File: src/rtl/stamp_pkg.sv
package stamp_pkg;
  typedef enum logic [2:0] {
    A_CMP0 = 3'd0,
    A_CMP1 = 3'd1,
    A_OFFS = 3'd2,
    A_CTRL = 3'd3,
    A_STAT = 3'd4,
    A_MASK = 3'd5,
    A_CNT  = 3'd6
  } addr_e;

  localparam int unsigned FLG_HIT1 = 15;
  localparam int unsigned FLG_HIT0 = 14;
  localparam int unsigned FLG_OVR  = 13;
  localparam int unsigned FLG_INIT = 0;

  localparam int unsigned CTL_ALT = 0;
  localparam int unsigned CTL_CLR = 1;
  localparam int unsigned CTL_W   = 2;

  localparam int unsigned N_CMP   = 2;

  localparam logic [15:0] STAT_RST  = 16'h0001;
  localparam logic [15:0] STAT_LIVE = 16'hE001;
endpackage

File: src/rtl/stamp_counter.sv
module stamp_counter #(
  parameter int unsigned W = 16
) (
  input  logic         clk,
  input  logic         rst_n,
  input  logic         reload_req,
  input  logic [W-1:0] offs,
  output logic [W-1:0] cnt,
  output logic         at_top
);
  logic [W-1:0] cnt_d;

  assign at_top = (cnt == {W{1'b1}});

  always_comb begin
    if (at_top || reload_req) cnt_d = offs;
    else                      cnt_d = cnt + W'(1);
  end

  always_ff @(posedge clk or negedge rst_n) begin
    if (!rst_n) cnt <= '0;
    else        cnt <= cnt_d;
  end
endmodule

File: src/rtl/stamp_match.sv
module stamp_match #(
  parameter int unsigned W     = 16,
  parameter int unsigned SHIFT = 4,
  parameter bit          ALT   = 1'b0
) (
  input  logic [W-1:0] cmp,
  input  logic [W-1:0] cnt,
  input  logic [W-1:0] cyc,
  input  logic         alt_sel,
  output logic         hit
);
  logic [W-1:0] ref_v;

  generate
    if (ALT) begin : g_alt
      always_comb begin
        if (alt_sel) ref_v = cyc + (cnt >> SHIFT);
        else         ref_v = cnt;
      end
    end else begin : g_raw
      logic unused_alt;
      assign unused_alt = ^{alt_sel, cyc};
      assign ref_v = cnt;
    end
  endgenerate

  assign hit = (cmp != '0) && (cmp == ref_v);
endmodule

File: src/rtl/stamp_status.sv
module stamp_status #(
  parameter int unsigned W     = 16,
  parameter logic [W-1:0] RST_V = '0,
  parameter logic [W-1:0] LIVE  = '1
) (
  input  logic         clk,
  input  logic         rst_n,
  input  logic [W-1:0] set_v,
  input  logic         clr_en,
  input  logic [W-1:0] clr_v,
  input  logic [W-1:0] mask,
  output logic [W-1:0] stat,
  output logic         irq
);
  logic [W-1:0] stat_d;
  logic [W-1:0] clr_eff;
  logic         upd;

  always_comb begin
    clr_eff = clr_en ? clr_v : '0;
    stat_d  = ((stat & ~clr_eff) | set_v) & LIVE;
    upd     = clr_en | (|set_v);
  end

  always_ff @(posedge clk or negedge rst_n) begin
    if (!rst_n)   stat <= RST_V;
    else if (upd) stat <= stat_d;
  end

  assign irq = |(stat & ~mask);
endmodule

File: src/rtl/stamp_timer.sv
module stamp_timer
  import stamp_pkg::*;
#(
  parameter int unsigned W     = 16,
  parameter int unsigned SHIFT = 4
) (
  input  logic         clk,
  input  logic         rst_ni,
  input  logic         reg_we,
  input  logic [2:0]   reg_addr,
  input  logic [W-1:0] reg_wdata,
  output logic [W-1:0] reg_rdata,
  input  logic [W-1:0] cyc_cnt,
  output logic [W-1:0] tstamp,
  output logic         irq
);
  localparam logic [W-1:0] ST_RST  = W'(STAT_RST);
  localparam logic [W-1:0] ST_LIVE = W'(STAT_LIVE);

  // reset: asserted at once, released after two edges
  logic [1:0] rs_q;
  logic       rst_n;
  always_ff @(posedge clk or negedge rst_ni) begin
    if (!rst_ni) rs_q <= '0;
    else         rs_q <= {rs_q[0], 1'b1};
  end
  assign rst_n = rs_q[1];

  // configuration registers
  logic [W-1:0]     cmp_q [N_CMP];
  logic [W-1:0]     offs_q, mask_q;
  logic [CTL_W-1:0] ctrl_q;
  logic [N_CMP-1:0] cmp_we;
  logic             offs_we, ctrl_we, mask_we, stat_we;

  always_comb begin
    cmp_we[0] = reg_we && (reg_addr == A_CMP0);
    cmp_we[1] = reg_we && (reg_addr == A_CMP1);
    offs_we   = reg_we && (reg_addr == A_OFFS);
    ctrl_we   = reg_we && (reg_addr == A_CTRL);
    mask_we   = reg_we && (reg_addr == A_MASK);
    stat_we   = reg_we && (reg_addr == A_STAT);
  end

  generate
    for (genvar i = 0; i < N_CMP; i++) begin : g_cmp_reg
      always_ff @(posedge clk or negedge rst_n) begin
        if (!rst_n)         cmp_q[i] <= '0;
        else if (cmp_we[i]) cmp_q[i] <= reg_wdata;
      end
    end
  endgenerate

  always_ff @(posedge clk or negedge rst_n) begin
    if (!rst_n) begin
      offs_q <= '0;
      ctrl_q <= '0;
      mask_q <= '1;
    end else begin
      if (offs_we) offs_q <= reg_wdata;
      if (ctrl_we) ctrl_q <= reg_wdata[CTL_W-1:0];
      if (mask_we) mask_q <= reg_wdata;
    end
  end

  // counter and compare units
  logic [N_CMP-1:0] hit;
  logic             at_top;
  logic             clr_en;
  logic [W-1:0]     stat;

  assign clr_en = ctrl_q[CTL_CLR];

  stamp_counter #(.W(W)) u_cnt (
    .clk        (clk),
    .rst_n      (rst_n),
    .reload_req (clr_en && hit[0]),
    .offs       (offs_q),
    .cnt        (tstamp),
    .at_top     (at_top)
  );

  generate
    for (genvar i = 0; i < N_CMP; i++) begin : g_match
      stamp_match #(.W(W), .SHIFT(SHIFT), .ALT(i == 1)) u_match (
        .cmp     (cmp_q[i]),
        .cnt     (tstamp),
        .cyc     (cyc_cnt),
        .alt_sel (ctrl_q[CTL_ALT]),
        .hit     (hit[i])
      );
    end
  endgenerate

  // status flags
  logic [W-1:0] set_v;
  always_comb begin
    set_v           = '0;
    set_v[FLG_HIT1] = hit[1];
    set_v[FLG_HIT0] = hit[0];
    set_v[FLG_OVR]  = at_top;
  end

  stamp_status #(.W(W), .RST_V(ST_RST), .LIVE(ST_LIVE)) u_stat (
    .clk    (clk),
    .rst_n  (rst_n),
    .set_v  (set_v),
    .clr_en (stat_we),
    .clr_v  (reg_wdata),
    .mask   (mask_q),
    .stat   (stat),
    .irq    (irq)
  );

  // read mux
  always_comb begin
    case (reg_addr)
      A_CMP0:  reg_rdata = cmp_q[0];
      A_CMP1:  reg_rdata = cmp_q[1];
      A_OFFS:  reg_rdata = offs_q;
      A_CTRL:  reg_rdata = W'(ctrl_q);
      A_STAT:  reg_rdata = stat;
      A_MASK:  reg_rdata = mask_q;
      A_CNT:   reg_rdata = tstamp;
      default: reg_rdata = '0;
    endcase
  end
endmodule

File: config.mk
export PLATFORM = sky130hd
export DESIGN_NAME = stamp_timer
export DESIGN_NICKNAME = d
export VERILOG_FILES = /design/src/rtl/stamp_pkg.sv /design/src/rtl/stamp_counter.sv /design/src/rtl/stamp_match.sv /design/src/rtl/stamp_status.sv /design/src/rtl/stamp_timer.sv
export SDC_FILE = /design/constraint.sdc
export NUM_CORES = 1
export LEC_CHECK = 0
export BUFFER_PORTS_ARGS = -buffer_cell sky130_fd_sc_hd__buf_2
export CORE_ASPECT_RATIO = 1.2
export CORE_MARGIN = 2
export CORE_UTILIZATION = 36
export DETAILED_ROUTE_END_ITERATION = 12
export GPL_ROUTABILITY_DRIVEN = 0
export PLACE_DENSITY = 0.61
export SYNTH_ARGS = -nofsm -noshare
export SYNTH_HDL_FRONTEND = slang
export SYNTH_HIERARCHICAL = 1
export SYNTH_SLANG_ARGS = --single-unit
File: constraint.sdc
create_clock -name clk -period 2.6 [get_ports clk]
set_input_delay 0.13 -clock clk [delete_from_list [all_inputs] [get_ports clk]]
set_output_delay 0.13 -clock clk [all_outputs]
set_load 0.01 [all_outputs]
# Word-level counts from Yosys, hierarchy flattened
# Cells that the tools add are included.
# W data, S select, Z words.
[op_classes] n_eq_ne=9 n_div=0 n_bitwise=6 addsub=2 magnitude_cmp=0 shifts=0 n_reduce_logical=15 n_mux=4 mul=0
[op_table] cell="$pmux W16 S7" n=1
[op_table] cell="$mux W16" n=3
[op_table] cell="$and A16 B16 Y16" n=2
[op_table] cell="$eq A16 B16 Y1" n=2
[op_table] cell="$not A16 Y16" n=2
[op_table] cell="$reduce_bool A16 Y1" n=2
[op_table] cell="$add A16 B1 Y16 const B" n=1
[op_table] cell="$add A16 B12 Y16" n=1
[op_table] cell="$eq A16 B16 Y1 const B" n=1
[op_table] cell="$or A16 B16 Y16" n=1
[op_table] cell="$reduce_or A16 Y1" n=1
[op_table] cell="$eq A3 B3 Y1 const B" n=3
[op_table] cell="$logic_and A1 B1 Y1" n=9
[op_table] cell="$eq A3 B2 Y1 const B" n=2
[op_table] cell="$eq A3 B1 Y1 const B" n=1
[op_table] cell="$logic_not A3 Y1" n=1
[op_table] cell="$reduce_or A3 Y1" n=1
[op_table] cell="$logic_or A1 B1 Y1" n=1
[op_table] cell="$or A1 B1 Y1" n=1
[totals] output_inout_bits=33 wordCells=44 mem_bits_rw=0 in_bits=38 latch_bits=0 mem_count=0 rom_bits=0 reg_bits=88

# Depth between registers and ports, before layout
# Gate-level depths: netlist of the first run.
[logic_depth] depth_word=6 mapped_depth=11 depth_no_buf=11

# By module
# Netlist of the first run, hierarchy kept.
[by_module_without_submodules] module="stamp_timer" area_each_um2=3632.2 instances=1 cells_each=256 seq_area_each_um2=1721.7
[by_module_without_submodules] module="stamp_match at g_match[1].u_match" area_each_um2=1326.3 instances=1 cells_each=189 seq_area_each_um2=0.0
[by_module_without_submodules] module="stamp_counter" area_each_um2=945.9 instances=1 cells_each=78 seq_area_each_um2=400.4
[by_module_without_submodules] module="stamp_status" area_each_um2=271.5 instances=1 cells_each=30 seq_area_each_um2=101.3
[by_module_without_submodules] module="stamp_match at g_match[0].u_match" area_each_um2=234.0 instances=1 cells_each=27 seq_area_each_um2=0.0

# Worst setup path after synthesis of the first run
# No wires, ideal clock.
[synth_path] path_kind="reg-to-reg" startpoint="reg u_cnt.cnt[4]" endpoint="reg u_stat.stat[15]" n_path_buf=0 arrival_ps=3124 stages_incl_launch_ff=12 period_less_slack_ps=3187 slack_ps=-587 setup_time_ps=64 t_required_ps=2536 cell_sequence="dfrtp_1 -> ha_1 -> fa_1 -> a211oi_2 -> o211ai_2 -> a41o_1 -> nor4_2 -> nor4b_1 -> or3_1 -> o41a_1 -> nor4_2 -> a21o_1"
[synth_between] elab_chain_cells=6 elab_cells_between_ends=10 cone_classes="1 x add/sub; 3 x eq/ne; 1 x mux; 2 x bitwise; 3 x reduce/logical"
[synth_lines] item="start: declaration" line="stamp_counter.sv:8" text="output logic [W-1:0] cnt,"
[synth_lines] item="start signal: assignment" line="stamp_counter.sv:22" text="else cnt <= cnt_d;"
[synth_lines] item="$add A16 B12 Y16" line="stamp_match.sv:17" text="if (alt_sel) ref_v = cyc + (cnt >> SHIFT);"
[synth_lines] item="$mux W16 (*)" line="stamp_match.sv:17"
[synth_lines] item="$eq A16 B16 Y1 (*)" line="stamp_match.sv:27" text="assign hit = (cmp != '0) && (cmp == ref_v);"
[synth_lines] item="$logic_and A1 B1 Y1 (*)" line="stamp_match.sv:27"
[synth_lines] item="via hit[1]" line="stamp_timer.sv:67" text="logic [N_CMP-1:0] hit;"
[synth_lines] item="$reduce_or A3 Y1" line="stamp_status.sv:22" text="upd = clr_en | (|set_v);"
[synth_lines] item="$or A1 B1 Y1" line="stamp_status.sv:22"
[synth_lines] item="end signal: assignment" line="stamp_status.sv:27" text="else if (upd) stat <= stat_d;"
[synth_lines] item="end: declaration" line="stamp_status.sv:12" text="output logic [W-1:0] stat,"
# Mark *: on every way through the listed nets, which the timed path passes. The rest lies on a longest branch.
# A chain may end at the register's enable or synchronous reset.

# Final worst setup path of the first run
# Ends and elaborated chain as after synthesis.

==> results.toml, run 1 <==
[synthesis]
ys_seq_area_share_pct = 34.69
postSynth.asyncResetShare_pct = 100.0
syn_area_um2 = 6410
syn_inst = 580
ys_ff_latch = 88
synthFlopType = "dfrtp_1"
synth_edf_count = 0
ys_warn_count = 6
ys_types = 68
synth.avg_cell_area_um2 = 11.05

[timing]
fin_ws_ns = -0.3295
relSlewSlack_pct = 23.68
fmax_mhz = 341.4
skew_ns = 0.007550
worst_slew_pin_slew_ns = 1.141
slew_violations = 0
hold_viol_final = 0
whs_ns = 0.05778
rsz0062_at_grt = "yes"
fin_crit_ns = 2.929
tns_ns = -0.3295
finalSetupViolCount = 1
period_share_pct = 112.7

[pwr]
ir_worst_vdd_v = 0.0003752
switchingPower_mw = 2.049
powerDensity_nw_per_um2 = 746.4
leakagePower_nw = 3.428
combPwrFrac_pct = 38.9
pwr-share-seq_pct = 37.4
internal_power_mw = 3.571
clockPowerShare_pct = 23.7
p_sw_share_pct = 36.46

[cells_and_area]
register_area_um2 = 2228
final_cells = 913
layout.nets = 740
drive_gt1_share_pct = 39.39
final_common_cell = "buf_2"
fillers = 1675
area_delta_synth_final_pct = 17.45
final_cell_mix = "buf_2 (70), dfrtp_1 (69), buf_4 (52)"
n_antenna_cell = 0
multi_input_comb_area_um2 = 3915

[route]
dr.pass1.iters = 5
avgRoutedWirePerCell_um = 21.26
drtIter0Drc = 420
drtAntennaViolNets = 0
vias_per_cell = 5.637
drc_errors = 0
wl_mm = 19.41
vias = 5147

[run_status]
violations = "setup timing"
status = "finished, violations left"

[clocking]
clockBufferDepth = 2
cts-htree-levels = 3
cts-root-buf = "clkbuf_16"
clock-sinks = 88
path_clk_slew_ns = 0.07
clk_latency_ns = 0.35
cts_buffers = 9
cts_tree = "yes"

[global_route]
gr-usage-all-layers_pct = 20.70
grt_pass1_vias = 5296
grt_pass1_wl_mm = 30.40
grt_overflow_total = 0
antenna_found_initial = 0
grt_start_max_net_pins = 42

[placed_design]
place_hpwl_mm = 14.76
io_buffers = 70
post-place-cells = 896
place_ws_ns = -0.3975

[setup_path]
worstPathMaxFanout = 4
start_kind = "flop"
critPathRequiredTime_ns = 2.89
reg2reg_from = "u_cnt/cnt[4]"
arrival_ns = 3.22
r2r_cells = 11
rrSetupSlack_ns = -0.33
reg2reg_to = "u_stat/stat[15]"
cp-endpoint = "u_stat/stat[15]"
crit_type = "reg -> reg"
crit_path_end_kind = "flop"
critPathLaunch = "u_cnt/cnt[4]"

[die]
dieArea_um2 = 18890
core_area_um2 = 17510
num_io_pins = 71
die_w_um = 125.8
initial_core_util_pct = 36.61
fp-row-count = 53
die_h_um = 150.2

[hold_path]
hold_class = "in -> reg"

[flow_run]
maxCapViolCount = 0
-- layer usage --
metal	track usage (%)	part of all wire, %	vias up
met1	25.32	42	2570
li1	-	-	2359
met4	8.132	3.4	0
met3	2.878	4.8	37
met5	0	0	-
met2	36.95	50	181
-- area by class of cell --
type | instances | share of cell area, %
multi-input combinational | 454 | 52.00
sequential | 88 | 29.60
timing repair buffer | 124 | 10.24
tap | 220 | 3.656
clock buffer | 9 | 2.992
clock inverter | 7 | 0.9307
inverter | 11 | 0.5817
-- stage by stage --
stage / cell area, um2 / util (%) / total power, mW
CTS: 7528 / 43.00 / 5.635
global placement: 7218 / 41.23 / 4.254
floorplan: 6474 / - / 3.464
global route: 7528 / 43.00 / 5.929
detailed placement: 7218 / 41.23 / 4.293
finish: 7528 / 43.00 / 5.620
-- worst max-delay path, stage by stage, from the launching register on --
cell       delay, ns
dfrtp_2         0.42
ha_4            0.17
fa_2            0.36
a211oi_2        0.25
o211ai_2        0.15
and3_2          0.24
a211oi_2        0.17
o2111ai_2       0.14
or3_1           0.37
o41a_1          0.33
nor4_2          0.16
a21o_1          0.11
-- cells by family (layout without fill, tap and decap cells) --
| family | count (synthesis) | in the layout | synth area share, % |
|---|---|---|---|
| DFF | 88 | 88 | 34.69 |
| AOI/OAI and AO/OA | 96 | 96 | 10.66 |
| and+or+nand+nor | 147 | 147 | 14.54 |
| buffers and inverters | 49 | 151 | 5.270 |
| muxes | 129 | 129 | 24.44 |
| other | 3 | 14 | 0.1757 |
| adders and majority gates | 14 | 14 | 2.850 |
| xor gates and xnor gates | 54 | 54 | 7.378 |
-- power by group through the flow --
stage                     registers (mW)  logic (mW)  clock network [mW]
after floorplan                     2.09        1.38                   0
after global placement              2.10        2.15                   0
after detailed placement            2.12        2.18                   0
after CTS                           2.10        2.19                1.35
after global routing                2.13        2.39                1.40
final                               2.10        2.19                1.33
-- how the worst min path moves through the flow --
stage,from,to,slack [ns],cells after the start
global route,reg_wdata[7],offs_q[7],0.07,2
CTS,reg_wdata[12],cmp_q[28],0.05,2
finish,reg_wdata[12],cmp_q[12],0.06,2
detailed placement,rst_ni,rs_q[0],-0.08,1
floorplan,rst_ni,rs_q[0],-0.17,0
global placement,rst_ni,rs_q[0],-0.08,1
-- synthesized netlist by cell type, types with 11 or more instances --
cell      number  area, um2
dfrtp_1       71       1777
mux2_2        47      529.3
mux2i_1       41      410.4
mux2_4        40      600.6
xor2_1        30      262.8
xnor2_1       24      210.2
nand2_1       23      86.33
buf_4         19      142.6
o21ai_0       19      95.09
nor2_1        18      67.56
dfstp_2       17      446.7
nand3_1       16      80.08
a21oi_1       15      75.07
ha_1          13      162.7
nor3_1        11      55.05
nor4_1        11      68.82
o221ai_1      11      96.34
or3_1         11      68.82
-- timing repair --
action | 4_1_cts | 5_1_grt
pin swaps | 5 | 2
endpoints found under the setup margin | 1 | 1
cloned | 0 | 0
gates resized for setup | 1 | 1
hold buffers | 1 | 0
buffers inserted | 0 | 0
endpoints found under the hold margin | 2 | 0
-- state kept, by name, summed over array words and instances (netlist names) --
name         count
cmp_q           32
rs_q             2
ctrl_q           2
u_stat/stat      4
mask_q          16
offs_q          16
u_cnt/cnt       16
Note: power is estimated with default switching activity, not from simulation.
==> run 2: changes to the inputs <==
--- a/config.mk
+++ b/config.mk
@@ -5,6 +5,7 @@
 export SDC_FILE = /design/constraint.sdc
 export NUM_CORES = 1
 export LEC_CHECK = 0
+export ABC_AREA = 1
 export BUFFER_PORTS_ARGS = -buffer_cell sky130_fd_sc_hd__buf_2
 export CORE_ASPECT_RATIO = 1.2
 export CORE_MARGIN = 2
==> run 2 against run 1 <==
- the run now ends clean
- via count grew 32%
- clock power decreased by 9.8%
- combinational power shrank 15%
- worst setup slack gained 0.66 ns
- critical endpoint unchanged
==> results.toml, run 2 <==
[setup_path]
critPathLaunch = "u_cnt/cnt[4]"
crit_top_cell = "nor2_1"
arrival_ns = 2.55
start_kind = "flop"
rrSetupSlack_ns = 0.33
cp-endpoint = "u_stat/stat[15]"
crit_chain = "ha_1 -> fa_1 -> or2_1 -> nand3_1 -> o21ai_1 -> nand2_1 -> nand2_1 -> nor2_1 -> nand2_1 -> nor2_1 -> nand3_1 -> nor2_1 -> nand3_1 -> nor2_1 -> a21o_1"
crit_path_top_delay_cell = "fa_1"
worstPathMaxFanout = 3
r2r_cells = 15
critPathRequiredTime_ns = 2.88
slowest_delay_ns = 0.40
reg2reg_from = "u_cnt/cnt[4]"
crit_type = "reg -> reg"
reg2reg_to = "u_stat/stat[15]"
crit_path_end_kind = "flop"

[timing]
fin_crit_ns = 2.271
skew_ns = 0.007712
worst_slew_pin_slew_ns = 0.7320
tns_ns = 0
fmax_mhz = 440.3
period_share_pct = 87.35
relSlewSlack_pct = 51.08
hold_viol_final = 0
whs_ns = 0.007219
slew_violations = 0
finalSetupViolCount = 0
rsz0062_at_grt = "no"

[die]
num_io_pins = 71
initial_core_util_pct = 36.97
fp-row-count = 54
core_area_um2 = 18240
die_h_um = 153.9
die_w_um = 128.9
dieArea_um2 = 19850

[global_route]
antenna_found_initial = 0
grt_overflow_total = 0
grt_start_max_net_pins = 53
grt_pass1_vias = 6442
gr-usage-all-layers_pct = 21.16
grt_pass1_wl_mm = 33.22

[hold_path]
hold_class = "in -> reg"

[synthesis]
synth_xor_area_share_pct = 2.468
synthFlopType = "dfrtp_1"
synth.most_common_cell = "nand2_1"
synth_top_family_by_area = "simple AND/OR/NAND/NOR gates"
ys_top_cells_by_count = "nand2_1 (345), nand3_1 (137), inv_1 (108)"
synth_edf_count = 0
yosysTopAreaCell = "dfrtp_1"
syn_area_um2 = 6744
yosysTopAreaCellShare_pct = 26.35
ys_warn_count = 6
synth-compound-area-share_pct = 8.163
synth_area_leaders = "dfrtp_1 (26%), nand2_1 (19%), nand3_1 (10%)"
yosys.area_share.simple_pct = 42.73
postSynth.asyncResetShare_pct = 100.0
syn_inst = 1035
synthAdderAreaFrac_pct = 2.709
ys_ff_latch = 88
ys_seq_area_share_pct = 32.97
ys_types = 44
synthMuxAreaShare_pct = 0
synth.avg_cell_area_um2 = 6.516

[cells_and_area]
largest_reg_flops = 32
final_cell_mix = "nand2_1 (345), nand3_1 (137), inv_1 (108)"
fillers = 1964
final_common_cell = "nand2_1"
largest_register = "cmp_q"
drive_gt1_share_pct = 17.08
n_antenna_cell = 0
area_delta_synth_final_pct = 14.69
layout.nets = 1165

[clocking]
cts_resized = 0
cts_tree = "yes"
clk_latency_ns = 0.34
cts-root-buf = "clkbuf_16"
clock-sinks = 88
path_clk_slew_ns = 0.07
cts_buffers = 9
cts-htree-levels = 3
clockBufferDepth = 2

[route]
avgRoutedWirePerCell_um = 15.35
wl_mm = 20.60
vias_per_cell = 5.044
vias = 6769
dr.pass1.iters = 5
drtIter0Drc = 459
drc_errors = 0
drtAntennaViolNets = 0

[flow_run]
maxCapViolCount = 0

[placed_design]
io_buffers = 70
place_hpwl_mm = 15.95

[run_status]
status = "finished clean"

[pwr]
powerDensity_nw_per_um2 = 652.6
ir_worst_vdd_v = 0.0003567
leakagePower_nw = 4.068
run 2: cell count changes in the layout (fill, tap and decap cells not counted), sizes merged, moves of 18 or more:
cell | before | now
nand2 | 23 | 360
nand3 | 16 | 141
inv | 12 | 115
mux2 | 87 | 0
nor2 | 20 | 82
o21ai | 21 | 79
mux2i | 41 | 0
nand4 | 10 | 42
xor2 | 30 | 4
buf | 123 | 100
nor4 | 19 | 1
run 2: cell type report:
class / count / area, um2 / area share, %
repair buffers: 110 / 688.2 / 8.897
flip-flops and latches: 88 / 2227 / 28.79
clock buffers: 10 / 229.0 / 2.960
clock inverters: 6 / 43.79 / 0.5662
inverters: 115 / 432.9 / 5.597
multi-input cells: 789 / 3834 / 49.56
well taps: 224 / 280.3 / 3.623
run 2: worst min-delay path by stage:
| stage | cells after the start | to | start | slack [ns] |
|---|---|---|---|---|
| 6_report | 3 | mask_q[9] | reg_wdata[9] | 0.007 |
| 5_1_grt | 3 | mask_q[13] | reg_wdata[13] | 0.02 |
| 4_1_cts | 3 | mask_q[1] | reg_wdata[1] | 0.002 |
| 3_5_place_dp | 1 | rs_q[0] | rst_ni | -0.08 |
| 3_3_place_gp | 1 | rs_q[0] | rst_ni | -0.08 |
| 2_1_floorplan | 0 | rs_q[0] | rst_ni | -0.17 |
run 2: critical path, delay by kind of cell, from the launching register on:
kind	cells	cell delay, ns
flip-flops	1	0.38
AO/OA/AOI/OAI	2	0.17
AND/OR/NAND/NOR	11	1.04
adder cells (fa/ha/maj)	2	0.62
run 2: what timing repair did:
action	CTS	global route
buffers inserted	0	0
hold buffers	10	0
endpoints found under the hold margin	11	0
run 2: through the flow:
stage          util, %  total power [mW]  cells  setup WS [ns]  instance area (um2)
2_1_floorplan        -             3.175   1046         0.3778                 6787
3_3_place_gp     40.36             3.827   1316         0.3503                 7362
3_5_place_dp     40.36             3.856   1316         0.3102                 7362
4_1_cts          42.40             5.081   1342         0.3005                 7735
5_1_grt          42.40             5.430   1342        0.06621                 7735
6_report         42.40             5.048   1342         0.3289                 7735
run 2: layer usage:
layer  up-vias  track usage [%]  share of wire, %
met5         -                0                 0
met4         0            8.126               3.2
met3        36            2.853               4.7
met2       177            33.86                46
met1      3102            28.96                46
li1       3454                -                 -
run 2: report_power, final:
| group | switching, mW | internal (mW) | leakage, nW |
|---|---|---|---|
| Combinational | 1.12 | 0.747 | 2.87 |
| Clock | 0.553 | 0.649 | 0.121 |
| Sequential | 0.319 | 1.66 | 1.08 |
run 2: kinds of logic (layout without fill, tap and decap cells):
group / after synthesis / count (layout)
xor gates and xnor gates: 19 / 19
adders and majority gates: 14 / 14
AOI/OAI and AO/OA: 98 / 98
DFF: 88 / 88
and+or+nand+nor: 644 / 644
other: 3 / 14
buffers and inverters: 169 / 241
==> run 3: changes to the inputs <==
--- a/config.mk
+++ b/config.mk
@@ -10,9 +10,10 @@
 export CORE_ASPECT_RATIO = 1.2
 export CORE_MARGIN = 2
 export CORE_UTILIZATION = 36
+export CTS_CLUSTER_DIAMETER = 120
 export DETAILED_ROUTE_END_ITERATION = 12
 export GPL_ROUTABILITY_DRIVEN = 0
-export PLACE_DENSITY = 0.61
+export PLACE_DENSITY = 0.59
 export SYNTH_ARGS = -nofsm -noshare
 export SYNTH_HDL_FRONTEND = slang
 export SYNTH_HIERARCHICAL = 1
==> constraint.sdc (replaced) <==
create_clock -name clk -period 2.9 [get_ports clk]
set_input_delay 0.145 -clock clk [delete_from_list [all_inputs] [get_ports clk]]
set_output_delay 0.145 -clock clk [all_outputs]
set_load 0.01 [all_outputs]
==> run 3 against run 2 <==
- routed wire length up 1.4%
- die area unchanged
- cell area decreased by 1.9%
==> results.toml, run 3 (synthesis gave the netlist of run 2 again) <==
[run_status]
status = "finished clean"

[pwr]
powerDensity_nw_per_um2 = 590.5
leakagePower_nw = 4.009
pwr-share-seq_pct = 40.8
p_sw_share_pct = 38.94
ir_worst_vdd_v = 0.0002694
clockPowerShare_pct = 24.5
finalPower_mw = 4.481
internal_power_mw = 2.736
combPwrFrac_pct = 34.8
switchingPower_mw = 1.745

[route]
avgRoutedWirePerCell_um = 15.75
vias = 6766
drc_errors = 0
drtAntennaViolNets = 0
dr.pass1.iters = 5
wl_mm = 20.89
vias_per_cell = 5.103
drtIter0Drc = 537

[die]
num_io_pins = 71
dieArea_um2 = 19850
fp-row-count = 54
die_h_um = 153.9
initial_core_util_pct = 36.97
core_area_um2 = 18240
die_w_um = 128.9

[clocking]
cts-root-buf = "clkbuf_16"
clock-sinks = 88
clk_latency_ns = 0.34
cts_buffers = 9
cts_tree = "yes"
cts_setup_buffers = 0
path_clk_slew_ns = 0.06
cts-htree-levels = 3
clockBufferDepth = 2

[global_route]
antenna_found_initial = 0
grt_pass1_wl_mm = 34.04
grt_overflow_total = 0
grt_pass1_vias = 6338
grt_start_max_net_pins = 78
gr-usage-all-layers_pct = 21.75

[setup_path]
arrival_ns = 2.59
crit_path_end_kind = "flop"
crit_type = "reg -> reg"
start_kind = "flop"
critPathRequiredTime_ns = 3.18
worstPathMaxFanout = 10

[cells_and_area]
fillers = 1982
drive_gt1_share_pct = 16.70
n_antenna_cell = 0
largest_register = "cmp_q"
area_delta_synth_final_pct = 12.52
largest_reg_flops = 32
final_common_cell = "nand2_1"
layout.nets = 1150
final_cell_mix = "nand2_1 (345), nand3_1 (137), inv_1 (108)"

[timing]
skew_ns = 0.005991
finalSetupViolCount = 0
fmax_mhz = 433.5
period_share_pct = 79.55
rsz0062_at_grt = "no"
tns_ns = 0
relSlewSlack_pct = 30.01
worst_slew_pin_slew_ns = 1.050
fin_crit_ns = 2.307
hold_viol_final = 0
slew_violations = 0

[flow_run]
maxCapViolCount = 0

[hold_path]
hold_class = "in -> reg"

[placed_design]
io_buffers = 70
place_hpwl_mm = 15.92
## run 3: changes by cell type in the layout (fill, tap and decap cells not counted), sizes merged
cell and delta:
buf -6, inv -1, clkinvlp -3, clkinv +1
clkbuf +2, dlygate4sd3 -9
## run 3: per-layer routing
| metal | GRT usage [%] | vias up | share of wire (%) |
|---|---|---|---|
| met5 | 0 | - | 0 |
| met4 | 5.952 | 0 | 1.9 |
| met3 | 2.227 | 23 | 4.4 |
| met2 | 35.95 | 205 | 47 |
| met1 | 30.19 | 3111 | 46 |
| li1 | - | 3427 | - |
## run 3: area by class of cell
| type | instances | area (um2) | area share [%] |
|---|---|---|---|
| tap | 224 | 280.3 | 3.693 |
| timing repair buffer | 95 | 540.5 | 7.123 |
| sequential | 88 | 2227 | 29.35 |
| inverter | 115 | 432.9 | 5.705 |
| clock buffer | 12 | 256.5 | 3.380 |
| multi-input combinational | 789 | 3834 | 50.52 |
| clock inverter | 3 | 17.52 | 0.2308 |
## run 3: path summary, 6_finish.rpt
path	start	to	slack, ns	cells after the start
hold reg to reg	rs_q[0]	rs_q[1]	0.36	0
min in group asynchronous	rst_ni	rs_q[1]	0.11	2
max in group asynchronous	rs_q[1]	mask_q[8]	1.57	1
setup / recovery	u_cnt/cnt[15]	u_stat/stat[15]	0.59	13
setup reg to reg	u_cnt/cnt[15]	u_stat/stat[15]	0.59	13
hold / removal	reg_wdata[3]	mask_q[3]	0.007	3
## run 3: power by group through the flow
stage	Sequential, mW	Combinational, mW	Clock, mW
finish	1.83	1.56	1.10
global route	1.86	1.77	1.18
CTS	1.83	1.57	1.12
detailed placement	1.84	1.56	0
global placement	1.84	1.55	0
floorplan	1.78	1.07	0
## run 3: timing repair
action                                 CTS  global route
endpoints found under the hold margin    2             0
hold buffers                             1             0
resized for setup                        0             0
## run 3: critical path, cell delays in order, from the launching register on
cell	delay (ns)
dfrtp_1	0.61
ha_1	0.38
nand2_1	0.13
nor2_1	0.06
a21oi_1	0.25
nand2_1	0.11
nand2_1	0.07
nand3_1	0.06
nand3_1	0.07
nand2_1	0.05
nor2_1	0.16
nand3_1	0.11
nor2_1	0.10
a21o_1	0.08
## run 3: per-stage QoR
step	setup slack, ns	util, %	cell area, um2	std cells	hold slack, ns
after floorplan	0.2972	-	6785	1046	-0.1506
after global placement	0.6412	40.04	7305	1310	-0.06997
after global routing	0.3667	41.60	7589	1326	0.01748
after detailed placement	0.5827	40.04	7305	1310	-0.06930
final	0.5930	41.60	7589	1326	0.007380
after CTS	0.5798	41.60	7589	1326	0.0008917
